<file path="config.mk">
export PLATFORM = sky130hd
export DESIGN_NAME = x86pfx_scan
export DESIGN_NICKNAME = d
export VERILOG_FILES = /design/src/rtl/x86pfx_pkg.sv /design/src/rtl/x86pfx_classify.sv /design/src/rtl/x86pfx_slots.sv /design/src/rtl/x86pfx_resolve.sv /design/src/rtl/x86pfx_scan.sv
export SDC_FILE = /design/constraint.sdc
export NUM_CORES = 1
export LEC_CHECK = 0
export ABC_CLOCK_PERIOD_IN_PS = 2400
export BUFFER_PORTS_ARGS = -buffer_cell sky130_fd_sc_hd__buf_2
export CAP_MARGIN = 20
export CELL_PAD_IN_SITES_DETAIL_PLACEMENT = 1
export CELL_PAD_IN_SITES_GLOBAL_PLACEMENT = 2
export CORE_UTILIZATION = 30
export CTS_BUF_LIST = sky130_fd_sc_hd__clkbuf_8
export DETAILED_ROUTE_END_ITERATION = 10
export GPL_ROUTABILITY_DRIVEN = 0
export PLACE_DENSITY_LB_ADDON = 0.05
export SLEW_MARGIN = 20
export SYNTH_ARGS = -nofsm -noshare
export SYNTH_HDL_FRONTEND = slang
export SYNTH_SLANG_ARGS = --single-unit
</file>
<file path="constraint.sdc">
create_clock -name clk -period 2.4 [get_ports clk]
set_input_delay 0.24 -clock clk [delete_from_list [all_inputs] [get_ports clk]]
set_output_delay 0.24 -clock clk [all_outputs]
set_load 0.01 [all_outputs]
</file>
<file path="src/rtl/x86pfx_pkg.sv">
package x86pfx_pkg;

   typedef enum logic [1:0] {G1_NONE, G1_LOCK, G1_REPNE, G1_REP} grp1_e;

   typedef enum logic [2:0] {
      SEG_NONE, SEG_ES, SEG_CS, SEG_SS, SEG_DS, SEG_FS, SEG_GS, SEG_RSV
   } seg_e;

   typedef enum logic [1:0] {PG_LKREP, PG_SEG, PG_OPSZ, PG_ADSZ} pgroup_e;

   typedef struct packed {
      logic    is_pfx;
      pgroup_e grp;
      grp1_e   g1;
      seg_e    seg;
   } pclass_t;

endpackage

</file>
<file path="src/rtl/x86pfx_classify.sv">
module x86pfx_classify
   import x86pfx_pkg::*;
(
   input  logic [7:0] byte_i,
   output pclass_t    cls_o
);

   always_comb begin
      cls_o = '{is_pfx: 1'b1, grp: PG_LKREP, g1: G1_NONE, seg: SEG_NONE};
      unique case (byte_i)
         8'hF0:   cls_o.g1  = G1_LOCK;
         8'hF2:   cls_o.g1  = G1_REPNE;
         8'hF3:   cls_o.g1  = G1_REP;
         8'h26:   begin cls_o.grp = PG_SEG; cls_o.seg = SEG_ES; end
         8'h2E:   begin cls_o.grp = PG_SEG; cls_o.seg = SEG_CS; end
         8'h36:   begin cls_o.grp = PG_SEG; cls_o.seg = SEG_SS; end
         8'h3E:   begin cls_o.grp = PG_SEG; cls_o.seg = SEG_DS; end
         8'h64:   begin cls_o.grp = PG_SEG; cls_o.seg = SEG_FS; end
         8'h65:   begin cls_o.grp = PG_SEG; cls_o.seg = SEG_GS; end
         8'h66:   cls_o.grp = PG_OPSZ;
         8'h67:   cls_o.grp = PG_ADSZ;
         default: cls_o.is_pfx = 1'b0;
      endcase
   end

endmodule

</file>
<file path="src/rtl/x86pfx_slots.sv">
module x86pfx_slots
   import x86pfx_pkg::*;
#(
   parameter int MAX_LEN = 15,
   localparam int CW = $clog2(MAX_LEN + 1)
)(
   input  logic          clk,
   input  logic          rst,
   input  logic          take_i,
   input  logic          clr_i,
   input  pclass_t       cls_i,
   output grp1_e         g1_o,
   output seg_e          seg_o,
   output logic          op_seen_o,
   output logic          ad_seen_o,
   output logic [CW-1:0] cnt_o,
   output logic          full_o
);

   assign full_o = (cnt_o == CW'(MAX_LEN));

   always_ff @(posedge clk) begin
      if (rst || clr_i) begin
         g1_o      <= G1_NONE;
         seg_o     <= SEG_NONE;
         op_seen_o <= 1'b0;
         ad_seen_o <= 1'b0;
         cnt_o     <= '0;
      end else if (take_i) begin
         cnt_o <= cnt_o + CW'(1);
         unique case (cls_i.grp)
            PG_LKREP: g1_o      <= cls_i.g1;
            PG_SEG:   seg_o     <= cls_i.seg;
            PG_OPSZ:  op_seen_o <= 1'b1;
            PG_ADSZ:  ad_seen_o <= 1'b1;
         endcase
      end
   end

   AST_CNT_BOUND: assert property (@(posedge clk) disable iff (rst)
      cnt_o <= CW'(MAX_LEN));
   AST_CLR_EMPTY: assert property (@(posedge clk) disable iff (rst)
      clr_i |=> (cnt_o == '0) && !op_seen_o && !ad_seen_o);
   AST_OPSZ_STICKY: assert property (@(posedge clk) disable iff (rst)
      (take_i && !clr_i && cls_i.grp == PG_OPSZ) |=> op_seen_o);
   AST_IDLE_HOLD: assert property (@(posedge clk) disable iff (rst)
      (!take_i && !clr_i) |=> $stable(cnt_o) && $stable(seg_o) && $stable(g1_o));

endmodule

</file>
<file path="src/rtl/x86pfx_resolve.sv">
module x86pfx_resolve
   import x86pfx_pkg::*;
#(
   parameter bit HINT_EN = 1'b1
)(
   input  logic [7:0] opcode_i,
   input  logic       mode32_i,
   input  seg_e       seg_i,
   input  logic       op_seen_i,
   input  logic       ad_seen_i,
   output seg_e       seg_o,
   output logic [1:0] hint_o,
   output logic       op32_o,
   output logic       addr32_o
);

   logic is_jcc;

   generate
      if (HINT_EN) begin : g_hint
         assign is_jcc = (opcode_i[7:4] == 4'h7);
      end else begin : g_nohint
         assign is_jcc = 1'b0;
      end
   endgenerate

   always_comb begin
      seg_o  = seg_i;
      hint_o = 2'b00;
      if (is_jcc && seg_i == SEG_CS) begin
         seg_o  = SEG_NONE;
         hint_o = 2'b10;
      end else if (is_jcc && seg_i == SEG_DS) begin
         seg_o  = SEG_NONE;
         hint_o = 2'b11;
      end
   end

   assign op32_o   = mode32_i ^ op_seen_i;
   assign addr32_o = mode32_i ^ ad_seen_i;

endmodule

</file>
<file path="src/rtl/x86pfx_scan.sv">
module x86pfx_scan
   import x86pfx_pkg::*;
#(
   parameter int MAX_LEN = 15,
   parameter bit HINT_EN = 1'b1,
   localparam int CW = $clog2(MAX_LEN + 1)
)(
   input  logic          clk,
   input  logic          rst,
   input  logic          in_valid,
   input  logic [7:0]    in_byte,
   output logic          in_ready,
   input  logic          mode32,
   output logic          out_valid,
   output logic          out_fault,
   output logic [7:0]    out_opcode,
   output logic [1:0]    out_grp1,
   output logic [2:0]    out_seg,
   output logic [1:0]    out_hint,
   output logic          out_op32,
   output logic          out_addr32,
   output logic [CW-1:0] out_npfx
);

   generate
      if (MAX_LEN < 2 || MAX_LEN > 255) begin : g_bad_len
         $error("x86pfx_scan: MAX_LEN must lie in 2..255");
      end
   endgenerate

   pclass_t       cls;
   grp1_e         s_g1;
   seg_e          s_seg, r_seg;
   logic          s_op, s_ad, s_full;
   logic [CW-1:0] s_cnt;
   logic [1:0]    r_hint;
   logic          r_op32, r_ad32;
   logic          acc, take, clr;

   assign in_ready = ~rst;
   assign acc      = in_valid & in_ready;
   assign take     = acc & cls.is_pfx & ~s_full;
   assign clr      = acc & (s_full | ~cls.is_pfx);

   x86pfx_classify u_cls (
      .byte_i (in_byte),
      .cls_o  (cls)
   );

   x86pfx_slots #(.MAX_LEN(MAX_LEN)) u_slots (
      .clk       (clk),
      .rst       (rst),
      .take_i    (take),
      .clr_i     (clr),
      .cls_i     (cls),
      .g1_o      (s_g1),
      .seg_o     (s_seg),
      .op_seen_o (s_op),
      .ad_seen_o (s_ad),
      .cnt_o     (s_cnt),
      .full_o    (s_full)
   );

   x86pfx_resolve #(.HINT_EN(HINT_EN)) u_res (
      .opcode_i  (in_byte),
      .mode32_i  (mode32),
      .seg_i     (s_seg),
      .op_seen_i (s_op),
      .ad_seen_i (s_ad),
      .seg_o     (r_seg),
      .hint_o    (r_hint),
      .op32_o    (r_op32),
      .addr32_o  (r_ad32)
   );

   always_ff @(posedge clk) begin
      if (rst) begin
         out_valid  <= 1'b0;
         out_fault  <= 1'b0;
         out_opcode <= '0;
         out_grp1   <= '0;
         out_seg    <= '0;
         out_hint   <= '0;
         out_op32   <= 1'b0;
         out_addr32 <= 1'b0;
         out_npfx   <= '0;
      end else begin
         out_valid <= 1'b0;
         out_fault <= 1'b0;
         if (acc && s_full) begin
            out_fault <= 1'b1;
         end else if (acc && !cls.is_pfx) begin
            out_valid  <= 1'b1;
            out_opcode <= in_byte;
            out_grp1   <= s_g1;
            out_seg    <= r_seg;
            out_hint   <= r_hint;
            out_op32   <= r_op32;
            out_addr32 <= r_ad32;
            out_npfx   <= s_cnt;
         end
      end
   end

   AST_FAULT_ON_OVER: assert property (@(posedge clk) disable iff (rst)
      (in_valid && s_full) |=> out_fault && !out_valid);
   AST_NO_BOTH: assert property (@(posedge clk) disable iff (rst)
      !(out_valid && out_fault));
   AST_IDLE_QUIET: assert property (@(posedge clk) disable iff (rst)
      !in_valid |=> !out_valid && !out_fault);
   AST_HINT_NOSEG: assert property (@(posedge clk) disable iff (rst)
      (out_valid && out_hint[1]) |-> out_seg == 3'd0);
   AST_HINT_JCC: assert property (@(posedge clk) disable iff (rst)
      (out_valid && out_hint != 2'b00) |-> out_opcode[7:4] == 4'h7);
   AST_STROBE_ONE: assert property (@(posedge clk) disable iff (rst)
      (out_valid && !in_valid) |=> !out_valid);

endmodule

</file>
==> impl_metrics.yaml <==
status:
  status: "finished clean"
layout:
  stdcell_area_mm2: 0.00177
  finalNonFillerCells: 272
  finalNetCount: 218
  drive_gt1_share_pct: 26.8
  antenna_cells: 0
  areaGrowthSynthToFinish_pct: 20.4
  fillers: 575
logic_synthesis:
  netlist_instances: 168
  synth_compound_area_share_pct: 18.2
  synth_xor_area_share_pct: 2.98
  syn_area_per_cell_um2: 8.74
  syn-cell-area_mm2: 0.00147
  synth_fa_ha_area_share_pct: 0.853
  synth_top_family_by_area: "simple AND/OR/NAND/NOR gates"
  yosysSeqAreaShare_pct: 46.4
  ys_seq_elements: 34
  synth_edf_count: 0
  synth-simple-area-share_pct: 26.8
  synth_mux_area_share_pct: 0
  synth_top_cell_by_area: "dfxtp_1"
  synthTopCellsByArea: "dfxtp_1, nand2_1, a21oi_1"
  synth_top_area_share_pct: 46.4
  synth_nets: 181
  synth_flop_cell: "dfxtp_1"
  synth_cell_types: 39
  async_flop_share_pct: 0
  ys_warn_count: 0
  synthTopCellsByCount: "dfxtp_1, nand2_1, a21oi_1"
power:
  p_sw_uw: 260
  power_switching_share_pct: 24.5
  leakage_nw: 0.685
  p_comb_share_pct: 9.7
  power_density_mw_per_mm2: 602
  clockPowerShare_pct: 35.7
  intPower_uw: 803
  ir_worst_vdd_mv: 0.264
  p_seq_share_pct: 54.6
clock_network:
  clk_pin_slew_ps: 60
  cts-root-buf: "clkbuf_8"
  cts_max_level: 2
  holdBufCountCts: 0
  cts_tree: "done"
  clkLatencyLatePin_ps: 280
  cts_resized: 0
  clockBufferDepth: 2
  cts_setup_buffers: 0
  clock-sinks: 34
  cts-buffers-inserted: 5
run:
  cap_violations: 0
grt:
  grt_pass1_vias: 1382
  grt_pass1_wl_um: 6430
  grt_overflow: 0
  grt_max_degree: 24
  grt_antenna_before_repair: 0
  grt_usage_pct: 16.1
die:
  num_io_pins: 36
  rows: 25
  die-area_mm2: 0.00518
  fp.dieH_um: 71.9
  dieWidth_um: 71.9
  core_area_mm2: 0.00472
  start_util_pct: 31.1
setup_path:
  worstSetupEndpointType: "register"
  cp.arrival_ps: 2340
  cp-start-kind: "register"
  critPathKind: "register to register"
  required_ps: 2600
  cpPeakStageDelay_ps: 390
  path_cells: "ha_1 -> nand3_1 -> nand3_2 -> nand4b_4 -> inv_2 -> nor2_1 -> a211oi_2"
  slowest_stage: "inv_2"
  critical_path.max_fanout: 23
placed_design:
  post_dp_cell_area_mm2: 0.00169
  port_buffers: 35
  numPlacedInstances: 265
  pre_cts_ws_ps: 225
  dpl.hpwl_um: 2840
timing:
  period_share_pct: 89.3
  tns_ps: 0
  fin_ws_ps: 257
  worst-slew-pin-transition_ps: 454
  fmax_mhz: 467
  holdWs_ps: 222
  hold_violations: 0
  setup_violations: 0
  relSlewSlack_pct: 69.7
  finalMaxSlewViolations: 0
  rsz0062_at_grt: "no"
  period_needed_ps: 2140
  clock_skew_ps: 2.00
detailed_routing:
  num_vias: 1312
  avgRoutedWirePerCell_um: 14.0
  wirelength_um: 3800
  via_per_inst: 4.82
  drtIter0Drc: 33
  ant_nets: 0
  drt_pre_antenna_iters: 4
  drc: 0
min_path:
  hold_class: "primary input to register"
[path summary, 6_finish.rpt]
check,start,end,slack [ps],depth (start not counted)
setup reg to reg,u_slots.cnt_o[0],out_op32,260,7
hold reg to reg,out_hint[0],out_hint[0],450,2
setup / recovery,u_slots.cnt_o[0],out_op32,260,7
hold / removal,in_byte[2],out_opcode[2],220,3
[final cells by class]
class / instances / area [µm²] / share of cell area, %
Tap cell: 67 / 83.8 / 4.75
Inverter: 3 / 11.3 / 0.637
Clock buffer: 5 / 68.8 / 3.90
Multi-Input combinational cell: 123 / 717 / 40.6
Timing Repair Buffer: 38 / 198 / 11.2
Sequential cell: 34 / 681 / 38.5
Clock inverter: 2 / 7.51 / 0.425
[placed cells by master (no fill, tap or decap), drive strengths merged, types with 2 or more instances in the layout]
cell type,n
buf,38
a21oi,22
nand2,34
nand2b,5
nand3,6
clkbuf,5
nor3,4
dfxtp,34
inv,5
nand4b,3
or3,2
a211oi,5
nand3b,2
xnor2,5
nor2,16
a31oi,3
o21ai,2
[power groups by stage]
stage | sequential, mW | combinational (mW) | clock (mW)
detailed placement | 0.593 | 0.105 | 0
global placement | 0.593 | 0.102 | 0
finish | 0.581 | 0.103 | 0.379
floorplan | 0.599 | 0.0576 | 0
CTS | 0.581 | 0.105 | 0.400
global route | 0.581 | 0.115 | 0.422
[kinds of logic after synthesis]
logic type | after synthesis
buf+inv | 11
xor+xnor | 5
compound gates | 39
fa+ha+maj | 1
simple gates | 78
flops | 34
[sequential cells by signal, indices dropped and copies added (netlist names), 2 cells and up]
| register | cells |
|---|---|
| out_hint | 2 |
| u_slots.cnt_o | 4 |
| u_slots.seg_o | 3 |
| out_grp1 | 2 |
| u_slots.g1_o | 2 |
| out_seg | 3 |
| out_npfx | 4 |
| out_opcode | 8 |
[through the flow]
stage	utilization (%)	power, mW
detailed placement	35.8	0.699
global placement	35.8	0.695
CTS	37.4	1.09
global route	37.4	1.12
finish	37.4	1.06
floorplan	-	0.657
[worst max-delay path, delay by kind of cell, from the launching register on]
| family | cells | cell delay, ps |
|---|---|---|
| simple gates | 4 | 870 |
| buf+inv | 1 | 390 |
| fa+ha+maj | 1 | 250 |
| compound gates | 1 | 210 |
| flops | 1 | 350 |
[metal layers]
layer,GRT usage [%],wire length (µm)
met5,0,0
met2,28.4,1850
met3,4.44,135
met1,18.6,1760
met4,6.10,54
No activity file was read; power rests on OpenSTA's default activity.
